[config.mk]
export PLATFORM = sky130hd
export DESIGN_NAME = man_burst_rx
export DESIGN_NICKNAME = d
export VERILOG_FILES = /design/src/rtl/mbr_pkg.sv /design/src/rtl/mbr_sync.sv /design/src/rtl/mbr_bit_timer.sv /design/src/rtl/mbr_handshake.sv /design/src/rtl/man_burst_rx.sv
export SDC_FILE = /design/constraint.sdc
export NUM_CORES = 1
export LEC_CHECK = 0
export BUFFER_PORTS_ARGS = -buffer_cell sky130_fd_sc_hd__buf_2
export CORE_ASPECT_RATIO = 0.9
export CORE_UTILIZATION = 38
export CTS_CLUSTER_SIZE = 30
export DETAILED_ROUTE_END_ITERATION = 12
export GPL_TIMING_DRIVEN = 0
export PLACE_DENSITY = 0.69
export SLEW_MARGIN = 20
export SYNTH_ARGS = -nofsm -noshare
export SYNTH_HDL_FRONTEND = slang
export SYNTH_HIERARCHICAL = 1
export SYNTH_SLANG_ARGS = --single-unit
[constraint.sdc]
create_clock -name clk_i -period 2.32 [get_ports clk_i]
set_input_delay 0.232 -clock clk_i [delete_from_list [all_inputs] [get_ports clk_i]]
set_output_delay 0.232 -clock clk_i [all_outputs]
set_load 0.01 [all_outputs]
[src/rtl/mbr_pkg.sv]
package mbr_pkg;
  typedef enum logic {ST_HUNT, ST_RX} rx_state_e;
endpackage

[src/rtl/mbr_sync.sv]
module mbr_sync #(
  parameter int W = 1
) (
  input  logic         clk_i,
  input  logic         rst_ni,
  input  logic [W-1:0] d_i,
  output logic [W-1:0] q_o
);
  logic [W-1:0] s1_q, s2_q;
  always_ff @(posedge clk_i or negedge rst_ni) begin
    if (!rst_ni) begin
      s1_q <= '0;
      s2_q <= '0;
    end else begin
      s1_q <= d_i;
      s2_q <= s1_q;
    end
  end
  assign q_o = s2_q;
endmodule

[src/rtl/mbr_bit_timer.sv]
module mbr_bit_timer #(
  parameter int OSR = 4,
  parameter int TOL = 6
) (
  input  logic clk_i,
  input  logic rst_ni,
  input  logic arm_i,
  input  logic run_i,
  input  logic edge_i,
  input  logic lvl_prev_i,
  output logic bit_stb_o,
  output logic bit_o,
  output logic tmo_o
);
  localparam int BIT_CLKS = 2 * OSR;
  localparam int WIN_LO   = BIT_CLKS - OSR / 2;
  localparam int WIN_HI   = BIT_CLKS + TOL;
  localparam int CW       = $clog2(WIN_HI + 2);

  logic [CW-1:0] cnt_q;
  logic in_win, late;

  assign in_win    = cnt_q >= CW'(WIN_LO);
  assign late      = cnt_q >= CW'(WIN_HI);
  assign bit_stb_o = run_i & edge_i & in_win;
  assign bit_o     = lvl_prev_i;           // high before the edge -> falling -> 1
  assign tmo_o     = run_i & late & ~bit_stb_o;

  always_ff @(posedge clk_i or negedge rst_ni) begin
    if (!rst_ni)        cnt_q <= '0;
    else if (arm_i)     cnt_q <= CW'(OSR + 1); // start edge is a cell boundary
    else if (run_i) begin
      if (bit_stb_o)    cnt_q <= CW'(1);
      else if (!late)   cnt_q <= cnt_q + CW'(1);
    end
  end
endmodule

[src/rtl/mbr_handshake.sv]
module mbr_handshake (
  input  logic clk_i,
  input  logic rst_ni,
  input  logic done_i,
  input  logic ready_i,
  input  logic req_i,
  output logic valid_o,
  output logic ack_o,
  output logic busy_o
);
  always_ff @(posedge clk_i or negedge rst_ni) begin
    if (!rst_ni) begin
      valid_o <= 1'b0;
      ack_o   <= 1'b0;
    end else begin
      if (done_i)                valid_o <= 1'b1;
      else if (valid_o & ready_i) valid_o <= 1'b0;
      if (valid_o & ready_i)     ack_o <= 1'b1;
      else if (ack_o & ~req_i)   ack_o <= 1'b0;
    end
  end
  assign busy_o = valid_o | ack_o;
endmodule

[src/rtl/man_burst_rx.sv]
module man_burst_rx
  import mbr_pkg::*;
#(
  parameter int              DATA_W  = 32,
  parameter int              PRE_W   = 2,
  parameter logic [PRE_W-1:0] PRE_PAT = 2'b10,
  parameter int              OSR     = 4,
  parameter int              TOL     = 6
) (
  input  logic              clk_i,
  input  logic              rst_ni,
  input  logic              serial_i,
  input  logic              link_req_i,
  output logic              link_ack_o,
  output logic [DATA_W-1:0] data_o,
  output logic              out_valid_o,
  input  logic              out_ready_i,
  output logic              err_o
);
  localparam int TOTAL = PRE_W + DATA_W;
  localparam int BCW   = $clog2(TOTAL + 1);

  logic              rx_s, req_s, rx_d;
  logic              rise, edge_x, arm, run;
  logic              bit_stb, bit_val, tmo, done, busy;
  rx_state_e         state_q;
  logic [BCW-1:0]    bitcnt_q;
  logic [PRE_W-1:0]  pre_q;
  logic [DATA_W-1:0] shreg_q;
  logic              err_q;

  mbr_sync #(.W(2)) u_sync (
    .clk_i (clk_i),
    .rst_ni(rst_ni),
    .d_i   ({link_req_i, serial_i}),
    .q_o   ({req_s, rx_s})
  );

  always_ff @(posedge clk_i or negedge rst_ni) begin
    if (!rst_ni) rx_d <= 1'b0;
    else         rx_d <= rx_s;
  end

  assign rise   = rx_s & ~rx_d;
  assign edge_x = rx_s ^ rx_d;
  assign run    = (state_q == ST_RX);
  assign arm    = (state_q == ST_HUNT) & ~busy & rise;

  mbr_bit_timer #(.OSR(OSR), .TOL(TOL)) u_timer (
    .clk_i     (clk_i),
    .rst_ni    (rst_ni),
    .arm_i     (arm),
    .run_i     (run),
    .edge_i    (edge_x),
    .lvl_prev_i(rx_d),
    .bit_stb_o (bit_stb),
    .bit_o     (bit_val),
    .tmo_o     (tmo)
  );

  assign done = run & bit_stb & (bitcnt_q == BCW'(TOTAL - 1));

  always_ff @(posedge clk_i or negedge rst_ni) begin
    if (!rst_ni) begin
      state_q  <= ST_HUNT;
      bitcnt_q <= '0;
      pre_q    <= '0;
      shreg_q  <= '0;
      err_q    <= 1'b0;
    end else begin
      err_q <= tmo;
      if (arm) begin
        state_q  <= ST_RX;
        bitcnt_q <= '0;
        pre_q    <= PRE_PAT;
        shreg_q  <= '0;
      end else if (run) begin
        if (tmo) begin
          state_q <= ST_HUNT;
          shreg_q <= '0;
        end else if (bit_stb) begin
          bitcnt_q <= bitcnt_q + BCW'(1);
          if (bitcnt_q < BCW'(PRE_W)) begin
            pre_q <= pre_q << 1;
            if (bit_val != pre_q[PRE_W-1]) state_q <= ST_HUNT; // misaligned burst
          end else begin
            shreg_q <= {shreg_q[DATA_W-2:0], bit_val};
            if (done) state_q <= ST_HUNT;
          end
        end
      end
    end
  end

  mbr_handshake u_hs (
    .clk_i  (clk_i),
    .rst_ni (rst_ni),
    .done_i (done),
    .ready_i(out_ready_i),
    .req_i  (req_s),
    .valid_o(out_valid_o),
    .ack_o  (link_ack_o),
    .busy_o (busy)
  );

  assign data_o = shreg_q;
  assign err_o  = err_q;
endmodule

==> results of run 1 <==
[power breakdown]
part / switching [mW] / internal, mW
Clock: 0.282 / 0.206
Combinational: 0.454 / 0.525
Sequential: 0.149 / 1.03
[critical path, stage by stage (launching register included)]
cell and delay [ns]:
dfrtp_1 0.41, ha_4 0.28, inv_2 0.07, nor2_4 0.10, and2_4 0.17, buf_8 0.12, o21ai_2 0.07, a32oi_4 0.26
buf_12 0.15, buf_8 0.13, mux2_2 0.34
[stage by stage]
| step | power (mW) | worst slack, ns | area (um^2) | setup TNS, ns | instances |
|---|---|---|---|---|---|
| floorplan | 1.81 | 0.0176 | 2510 | 0 | 203 |
| global placement | 1.99 | -0.356 | 2820 | -10.91 | 329 |
| detailed placement | 2.02 | -0.392 | 2820 | -11.72 | 329 |
| CTS | 2.66 | 0.00734 | 3020 | 0 | 343 |
| global route | 2.83 | 0.00917 | 3040 | 0 | 343 |
| finish | 2.65 | 0.110 | 3040 | 0 | 343 |
[how the worst min path moves through the flow]
stage	startpoint	to	slack, ns	cells past startpoint
after floorplan	rst_ni	bitcnt_q[0]	-0.06	0
after global placement	u_sync/s1_q[0]	u_sync/q_o[0]	0.34	0
after CTS	link_req_i	u_sync/s1_q[1]	0.03	1
after global routing	serial_i	u_sync/s1_q[0]	0.02	1
final	link_req_i	u_sync/s1_q[1]	0.04	1
after detailed placement	rst_ni	data_o[16]	0.31	1
[layer usage]
metal  vias to the layer above  track usage [%]  wire length (um)
li1                        846                -                 -
met1                       861             21.8              2460
met2                        33             23.5              2110
met3                         6             3.85               162
met4                         0             3.93                27
met5                         -                0                 0
[sequential cells by signal (all words and copies together), names as in the netlist]
register	cells
u_hs/ack_o	1
u_sync/s1_q	2
u_sync/q_o	2
err_o	1
pre_q	1
u_hs/valid_o	1
data_o	32
run	1
u_timer/cnt_q	4
bitcnt_q	6
rx_d	1
[kinds of logic after synthesis]
group                      after synthesis  synth area share (%)
AOI/OAI and AO/OA                       25                  7.71
xor gates and xnor gates                 2                 0.697
adders and majority gates                5                  2.49
buffers and inverters                   21                  5.17
DFF                                     52                  51.7
muxes                                   32                  14.6
and+or+nand+nor                         66                  17.6
[Yosys cell counts (all sizes together), types with 2 or more instances]
master	number
dfrtp	52
mux2	32
nor3b	32
buf	9
inv	8
o21ai	7
nand2	6
ha	5
a21oi	4
clkbuf	4
nand4b	4
nor2	4
nand3	3
nand4	3
or3	3
a211o	2
o41ai	2
xor2	2
[area by class of cell]
type                    count  area [um^2]
clock buffers               6         72.6
multi-input cells         130         1120
plain buffers              13          111
well taps                  87          109
clock inverters             1         5.00
inverters                   8         30.0
repair buffers             46          293
fillers                   568         3210
flip-flops and latches     52         1300
[what timing repair did]
action / 4_1_cts / 5_1_grt
pin swaps: 3 / 1
hold buffers: 1 / 0
cloned: 1 / 0
resized for setup: 11 / 6
hold endpoints to repair: 52 / 0
buffers inserted: 5 / 0
endpoints found under the setup margin: 35 / 32
==> results.json, run 1 <==
{
  "final_common_cell": "dfrtp_1",
  "yosysTopAreaCell": "dfrtp_1",
  "end_kind": "flop",
  "leakagePower_nw": 1.53,
  "num_rows": 27,
  "io_pins": 40,
  "clk_path_buf_depth": 2,
  "die_height_um": 79.2,
  "crit_end": "data_o[3]",
  "syn-mean-instance-area_um2": 12.4,
  "cts.sinks": 52,
  "fp.coreArea_mm2": 0.00625,
  "die_area_mm2": 0.00695,
  "wire_per_inst_um": 13.9,
  "fin_util_pct": 48.7,
  "hpwl_um": 3160,
  "worstPathRequired_ns": 2.51,
  "max-slew-margin-rel_pct": 56.8,
  "r2r-start": "u_sync/q_o[0]",
  "hold_violations": 0,
  "drive_gt1_share_pct": 40.6,
  "synthCells": 203,
  "grt_pass1_vias": 1738,
  "grt_max_degree": 53,
  "grt_overflow": 0,
  "synth_nets": 213,
  "finalCritPeriodShare_pct": 95.2,
  "min_path_type": "primary input to flop",
  "arrival_ns": 2.40,
  "num_antenna_cells": 0,
  "routabilityCongestion": 0.743,
  "ys_top_cells_by_area": "dfrtp_1 52%, mux2_2 13%, nor3b_1 9.6%",
  "hold_ws_ns": 0.0369,
  "ys.flop_type": "dfrtp_1",
  "nNetsFinal": 266,
  "yosys.area.top_type_share_pct": 51.7,
  "pwr_density_cell_mw_per_mm2": 869,
  "async_flop_share_pct": 100,
  "yosysWarnings": 6,
  "rrSetupSlack_ns": 0.11,
  "port_buffers": 39,
  "vias": 1746,
  "grt_util_all_layers_pct": 15.4,
  "dieWidth_um": 87.8,
  "critPathLaunch": "u_sync/q_o[0]",
  "final_cell_mix": "51 x dfrtp_1, 40 x buf_2, 32 x nor3b_1, 30 x mux2_2",
  "insertion_delay_ns": 0.30,
  "start_util_pct": 40.2,
  "synth_edf_count": 0,
  "clock_skew_ns": 0.00901,
  "areaGrowthSynthToFinish_pct": 21.0,
  "r2r_end": "data_o[3]",
  "cap_viol_max_count": 0,
  "seq_area_frac_synth_pct": 51.7,
  "peakVddDrop_mv": 0.433,
  "rsz0062_at_grt": "false",
  "dr.pass1.iters": 4,
  "syn_area_mm2": 0.00251,
  "start_kind": "flop",
  "htree_levels": 2,
  "drc": 0,
  "worstSetupPathType": "flop to flop",
  "routed_wl_um": 4760,
  "ant_nets": 0,
  "worstMarginPinSlew_ns": 0.648,
  "tritoncts": "done",
  "grt_pass1_wl_um": 8380,
  "cts_root_buffer": "clkbuf_8",
  "cts_buffers": 5,
  "path_clk_slew_ns": 0.09,
  "via_per_inst": 5.09,
  "ys_seq_elements": 52,
  "synthDistinctLibCells": 43,
  "antenna_found_initial": 0,
  "drv_slew": 0,
  "drt_iter0_markers": 146,
  "cp_max_fo": 10,
  "setup-violations-final": 0,
  "status": "finished, final reports clean",
  "rr_worst_depth": 10,
  "fmax_ghz": 0.453,
  "post-route-min-period_ns": 2.21
}
Note: power is estimated with default switching activity, not from simulation.
==> inputs of run 2 (changes only) <==
Settings changed: CORE_ASPECT_RATIO 0.9 to 1.2, SETUP_SLACK_MARGIN set to 0.2.
==> run 2 against run 1 <==
Critical endpoint is now data_o[19]; largest cell class unchanged; clock skew rose by 0.0015 ns; die area barely moved; wire length rose by 15%; count of clock-buffer cells in the layout fell by 1; cell area rose by 9.0%; critical path type unchanged; worst hold slack got worse by 0.0090 ns; flip-flop and latch count did not move; highest routed layer unchanged; sequential share of layout area fell by 3.5 points; global-route usage rose by 0.97 points.
==> results.json, run 2 (synthesis results as in run 1) <==
{
  "combinationalPowerShare_pct": 41.3,
  "cp_max_fo": 5,
  "min_path_type": "primary input to flop",
  "setup-violations-final": 0,
  "num_antenna_cells": 0,
  "hold_violations": 0,
  "grt_pass1_wl_um": 9220,
  "largest_reg_flops": 32,
  "grt_pass1_vias": 1904,
  "fmax_ghz": 0.452,
  "start_util_pct": 39.3,
  "start_kind": "flop",
  "clk_path_buf_depth": 2,
  "num_rows": 32,
  "fin_area_mm2": 0.00332,
  "finalCritPeriodShare_pct": 95.4,
  "via_per_inst": 5.15,
  "clock_skew_ns": 0.0105,
  "rsz0062_at_grt": "true",
  "hpwl_um": 3320,
  "dieWidth_um": 76.3,
  "status": "finished, final reports clean",
  "pwr-share-seq_pct": 40.8,
  "drive_gt1_share_pct": 46.9,
  "timing.final.ws_setup_ns": 0.106,
  "drt_iter0_markers": 78,
  "switching_share_pct": 34.2,
  "routed_wl_um": 5480,
  "routabilityCongestion": 0.768,
  "drv_slew": 0,
  "p_clk_share_pct": 18.0,
  "path_clk_slew_ns": 0.10,
  "grt_util_all_layers_pct": 16.4,
  "ant_nets": 0,
  "die_area_mm2": 0.00695,
  "grt_overflow": 0,
  "areaGrowthSynthToFinish_pct": 31.9,
  "post-route-min-period_ns": 2.21,
  "die_height_um": 91.1,
  "io_pins": 40,
  "final_cell_mix": "50 x dfrtp_1, 40 x buf_2, 32 x nor3b_1, 26 x mux2_4, 17 x buf_4",
  "rr_worst_depth": 11,
  "worstSetupPathType": "flop to flop",
  "cts_root_buffer": "clkbuf_8",
  "htree_levels": 2,
  "cts.sinks": 52,
  "max-slew-margin-rel_pct": 56.3,
  "dpl_cell_area_mm2": 0.00284,
  "p_sw_mw": 0.999,
  "fp.coreArea_mm2": 0.00641,
  "port_buffers": 39,
  "grt_max_degree": 53,
  "tritoncts": "done",
  "fill_cells": 574,
  "dp_slack_ns": -0.106,
  "hold_depth": 1,
  "peakVddDrop_mv": 0.678,
  "worstPathRequired_ns": 2.51,
  "vias": 1834,
  "cap_viol_max_count": 0,
  "insertion_delay_ns": 0.30,
  "pwr_density_cell_mw_per_mm2": 881,
  "final_common_cell": "dfrtp_1",
  "drc": 0,
  "dr.pass1.iters": 4,
  "wire_per_inst_um": 15.4,
  "arrival_ns": 2.41,
  "nNetsFinal": 280,
  "worstMarginPinSlew_ns": 0.655,
  "antenna_found_initial": 0,
  "cts_buffers": 5,
  "end_kind": "flop",
  "leakagePower_nw": 1.65,
  "internal_power_mw": 1.92,
  "p_total_mw": 2.92
}
[run 2: cell count changes in the layout (fill, tap and decap cells not counted), sizes merged]
cell	delta
clkbuf	-1
clkinvlp	+2
buf	+14
[run 2: worst max-delay path, cell delays in order, from the launching register on]
cell and delay [ns]:
dfrtp_1 0.42, ha_4 0.30, inv_6 0.04, nor2_4 0.07
and2_4 0.17, buf_8 0.10, o21ai_4 0.05, a32oi_4 0.29
buf_6 0.14, buf_6 0.10, buf_16 0.11, mux2_4 0.29
[run 2: through the flow]
step	hold WS [ns]	setup TNS, ns	utilization [%]	instances
after detailed placement	0.310	-2.72	44.3	327
after floorplan	-0.0636	0	-	203
after global placement	0.335	-2.10	44.3	327
final	0.0280	0	51.8	356
after global routing	0.0110	0	51.8	356
after CTS	0.0180	0	50.8	353
[run 2: timing repair]
action                                  CTS  global route
pin swaps                                 5             5
hold endpoints to repair                 52             0
gates cloned                              3             0
buffers inserted                         14             3
endpoints found under the setup margin   36            36
hold buffers                              1             0
gates resized for setup                  35            17
[run 2: final cells by class]
type | count | area [um^2] | area share, %
clock buffers | 5 | 68.8 | 2.07
plain buffers | 13 | 114 | 3.43
well taps | 85 | 106 | 3.21
clock inverters | 3 | 23.8 | 0.717
inverters | 8 | 35.0 | 1.06
multi-input cells | 130 | 1230 | 37.0
flip-flops and latches | 52 | 1300 | 39.3
repair buffers | 60 | 437 | 13.2
[run 2: path summary, 6_finish.rpt]
kind                                      from               end  slack (ns)
worst max-delay path             u_sync/q_o[0]        data_o[19]        0.11
worst min-delay path                  serial_i    u_sync/s1_q[0]        0.03
worst max register to register   u_sync/q_o[0]        data_o[19]        0.11
worst min register to register  u_sync/s1_q[0]     u_sync/q_o[0]        0.36
max in group asynchronous               rst_ni  u_timer/cnt_q[1]        1.33
min in group asynchronous               rst_ni     u_sync/q_o[0]        0.52
[run 2: metal layers]
layer / track usage (%) / wire (um)
met2: 28.1 / 2860
met3: 2.81 / 147
met5: 0 / 0
met1: 21.3 / 2430
met4: 4.17 / 41
[run 2: power groups by stage]
stage | registers [mW] | logic, mW | clock network, mW
global placement | 1.19 | 0.813 | 0
finish | 1.19 | 1.21 | 0.525
CTS | 1.18 | 1.16 | 0.539
detailed placement | 1.19 | 0.834 | 0
global route | 1.21 | 1.30 | 0.565
floorplan | 1.18 | 0.646 | 0
==> inputs of run 3 (changes only) <==
Settings changed: CORE_UTILIZATION 38 to 41, GPL_TIMING_DRIVEN 0 to 1, PLACE_DENSITY 0.69 to 0.73.
==> run 3 against run 2 <==
Die area fell by 7.1%; worst hold slack barely moved; flip-flop and latch count did not move; combinational power fell by 20%; sequential power barely moved; global-route usage barely moved; wire length fell by 10%; utilization rose by 1.0 points; sequential share of layout area rose by 3.4 points.
==> results.json, run 3 (synthesis results as in run 1) <==
{
  "dpl_cell_area_mm2": 0.00283,
  "grt_overflow": 0,
  "tritoncts": "done",
  "grt_util_all_layers_pct": 16.4,
  "port_buffers": 39,
  "p_clk_share_pct": 21.3,
  "clk_path_buf_depth": 2,
  "peakVddDrop_mv": 0.471,
  "min_path_type": "primary input to flop",
  "clock_skew_ns": 0.00977,
  "fmax_ghz": 0.480,
  "die_area_mm2": 0.00645,
  "final_common_cell": "dfrtp_1",
  "path_clk_slew_ns": 0.09,
  "p_sw_mw": 0.873,
  "start_util_pct": 43.5,
  "fp.coreArea_mm2": 0.00578,
  "ant_nets": 0,
  "cap_viol_max_count": 0,
  "wire_per_inst_um": 14.7,
  "drive_gt1_share_pct": 42.6,
  "max-slew-margin-rel_pct": 58.4,
  "pwr_density_cell_mw_per_mm2": 895,
  "cts_root_buffer": "clkbuf_8",
  "nNetsFinal": 267,
  "cts.sinks": 52,
  "htree_levels": 2,
  "die_height_um": 87.8,
  "critPathTopFamily": "flip-flops",
  "io_pins": 40,
  "grt_pass1_wl_um": 8120,
  "finalCritPeriodShare_pct": 89.8,
  "num_antenna_cells": 0,
  "combinationalPowerShare_pct": 35.2,
  "dieWidth_um": 73.5,
  "routabilityCongestion": 0.813,
  "post-place-cells": 320,
  "final_cell_mix": "51 x dfrtp_1, 39 x buf_2, 32 x nor3b_1, 30 x mux2_2, 15 x buf_4",
  "insertion_delay_ns": 0.31,
  "fin_util_pct": 52.8,
  "areaGrowthSynthToFinish_pct": 21.4,
  "post-route-min-period_ns": 2.08,
  "grt_max_degree": 29,
  "start_kind": "flop",
  "internal_power_mw": 1.86,
  "via_per_inst": 5.20,
  "cts_buffers": 5,
  "dr.pass1.iters": 4,
  "vias": 1746,
  "crit_chain": "ha_1 > inv_2 > nor2_2 > and2_4 > o21ai_2 > a32oi_4 > buf_4 > buf_12 > mux2_2",
  "num_rows": 30,
  "cp_max_fo": 9,
  "drv_slew": 0,
  "grt_pass1_vias": 1716,
  "worstMarginPinSlew_ns": 0.624,
  "drt_iter0_markers": 88,
  "fin_setup_tns_ns": 0,
  "status": "finished, final reports clean",
  "routed_wl_um": 4930,
  "largest_reg_flops": 32,
  "max_stage_delay_ns": 0.39,
  "rsz0062_at_grt": "true",
  "setup-violations-final": 0,
  "hpwl_um": 3260,
  "rrSetupSlack_ns": 0.24,
  "worstSetupPathType": "flop to flop",
  "drc": 0,
  "antenna_found_initial": 0,
  "pwr-share-seq_pct": 43.5,
  "hold_violations": 0,
  "end_kind": "flop",
  "cp_slowest_cell": "dfrtp_1",
  "leakagePower_nw": 1.55,
  "layout.cells.non_filler": 336,
  "switching_share_pct": 31.9,
  "fin_area_mm2": 0.00305,
  "worstPathRequired_ns": 2.51,
  "arrival_ns": 2.27,
  "cp.buffers_inverters": 3
}
[run 3: metal layers]
metal / routed length (um) / share of wire (%) / up-vias / global-route usage (%)
met5: 0 / 0 / - / 0
met4: 74 / 1.5 / 0 / 6.47
met3: 172 / 3.5 / 7 / 4.03
met2: 2480 / 50 / 29 / 26.4
met1: 2210 / 45 / 874 / 21.2
li1: - / - / 836 / -
[run 3: timing repair]
action	in CTS	in global routing
endpoints found under the setup margin	32	36
pin swaps	1	5
hold buffers	1	0
gates cloned	0	2
endpoints found under the hold margin	26	0
resized for setup	1	5
setup buffers	1	6
[run 3: final timing paths]
check                                    start              to  cells after the start
worst max-delay path             u_sync/q_o[0]       data_o[8]                      9
worst min-delay path                link_req_i  u_sync/s1_q[1]                      1
worst max register to register   u_sync/q_o[0]       data_o[8]                      9
worst min register to register  u_sync/s1_q[1]   u_sync/q_o[1]                      0
max in group asynchronous               rst_ni     bitcnt_q[1]                      3
min in group asynchronous               rst_ni      data_o[13]                      2
[run 3: power groups by stage]
stage	Combinational, mW	Sequential, mW	Clock [mW]
2_1_floorplan	0.646	1.18	0
3_3_place_gp	0.829	1.20	0
3_5_place_dp	0.836	1.20	0
4_1_cts	0.843	1.19	0.604
5_1_grt	1.06	1.21	0.632
6_report	0.962	1.19	0.583
[run 3: per-stage QoR]
step           power (mW)  setup WS, ns  hold WS (ns)
2_1_floorplan        1.82         0.217       -0.0636
4_1_cts              2.63         0.218        0.0187
3_5_place_dp         2.04         0.160         0.277
6_report             2.73         0.236        0.0279
3_3_place_gp         2.03         0.219         0.284
5_1_grt              2.90         0.124        0.0145
[run 3: cell type report]
cell class / count / area (um^2)
inverters: 8 / 30.0
repair buffers: 60 / 419
multi-input cells: 130 / 1100
clock buffers: 5 / 68.8
fillers: 539 / 2730
clock inverters: 1 / 30.0
well taps: 80 / 100
flip-flops and latches: 52 / 1300
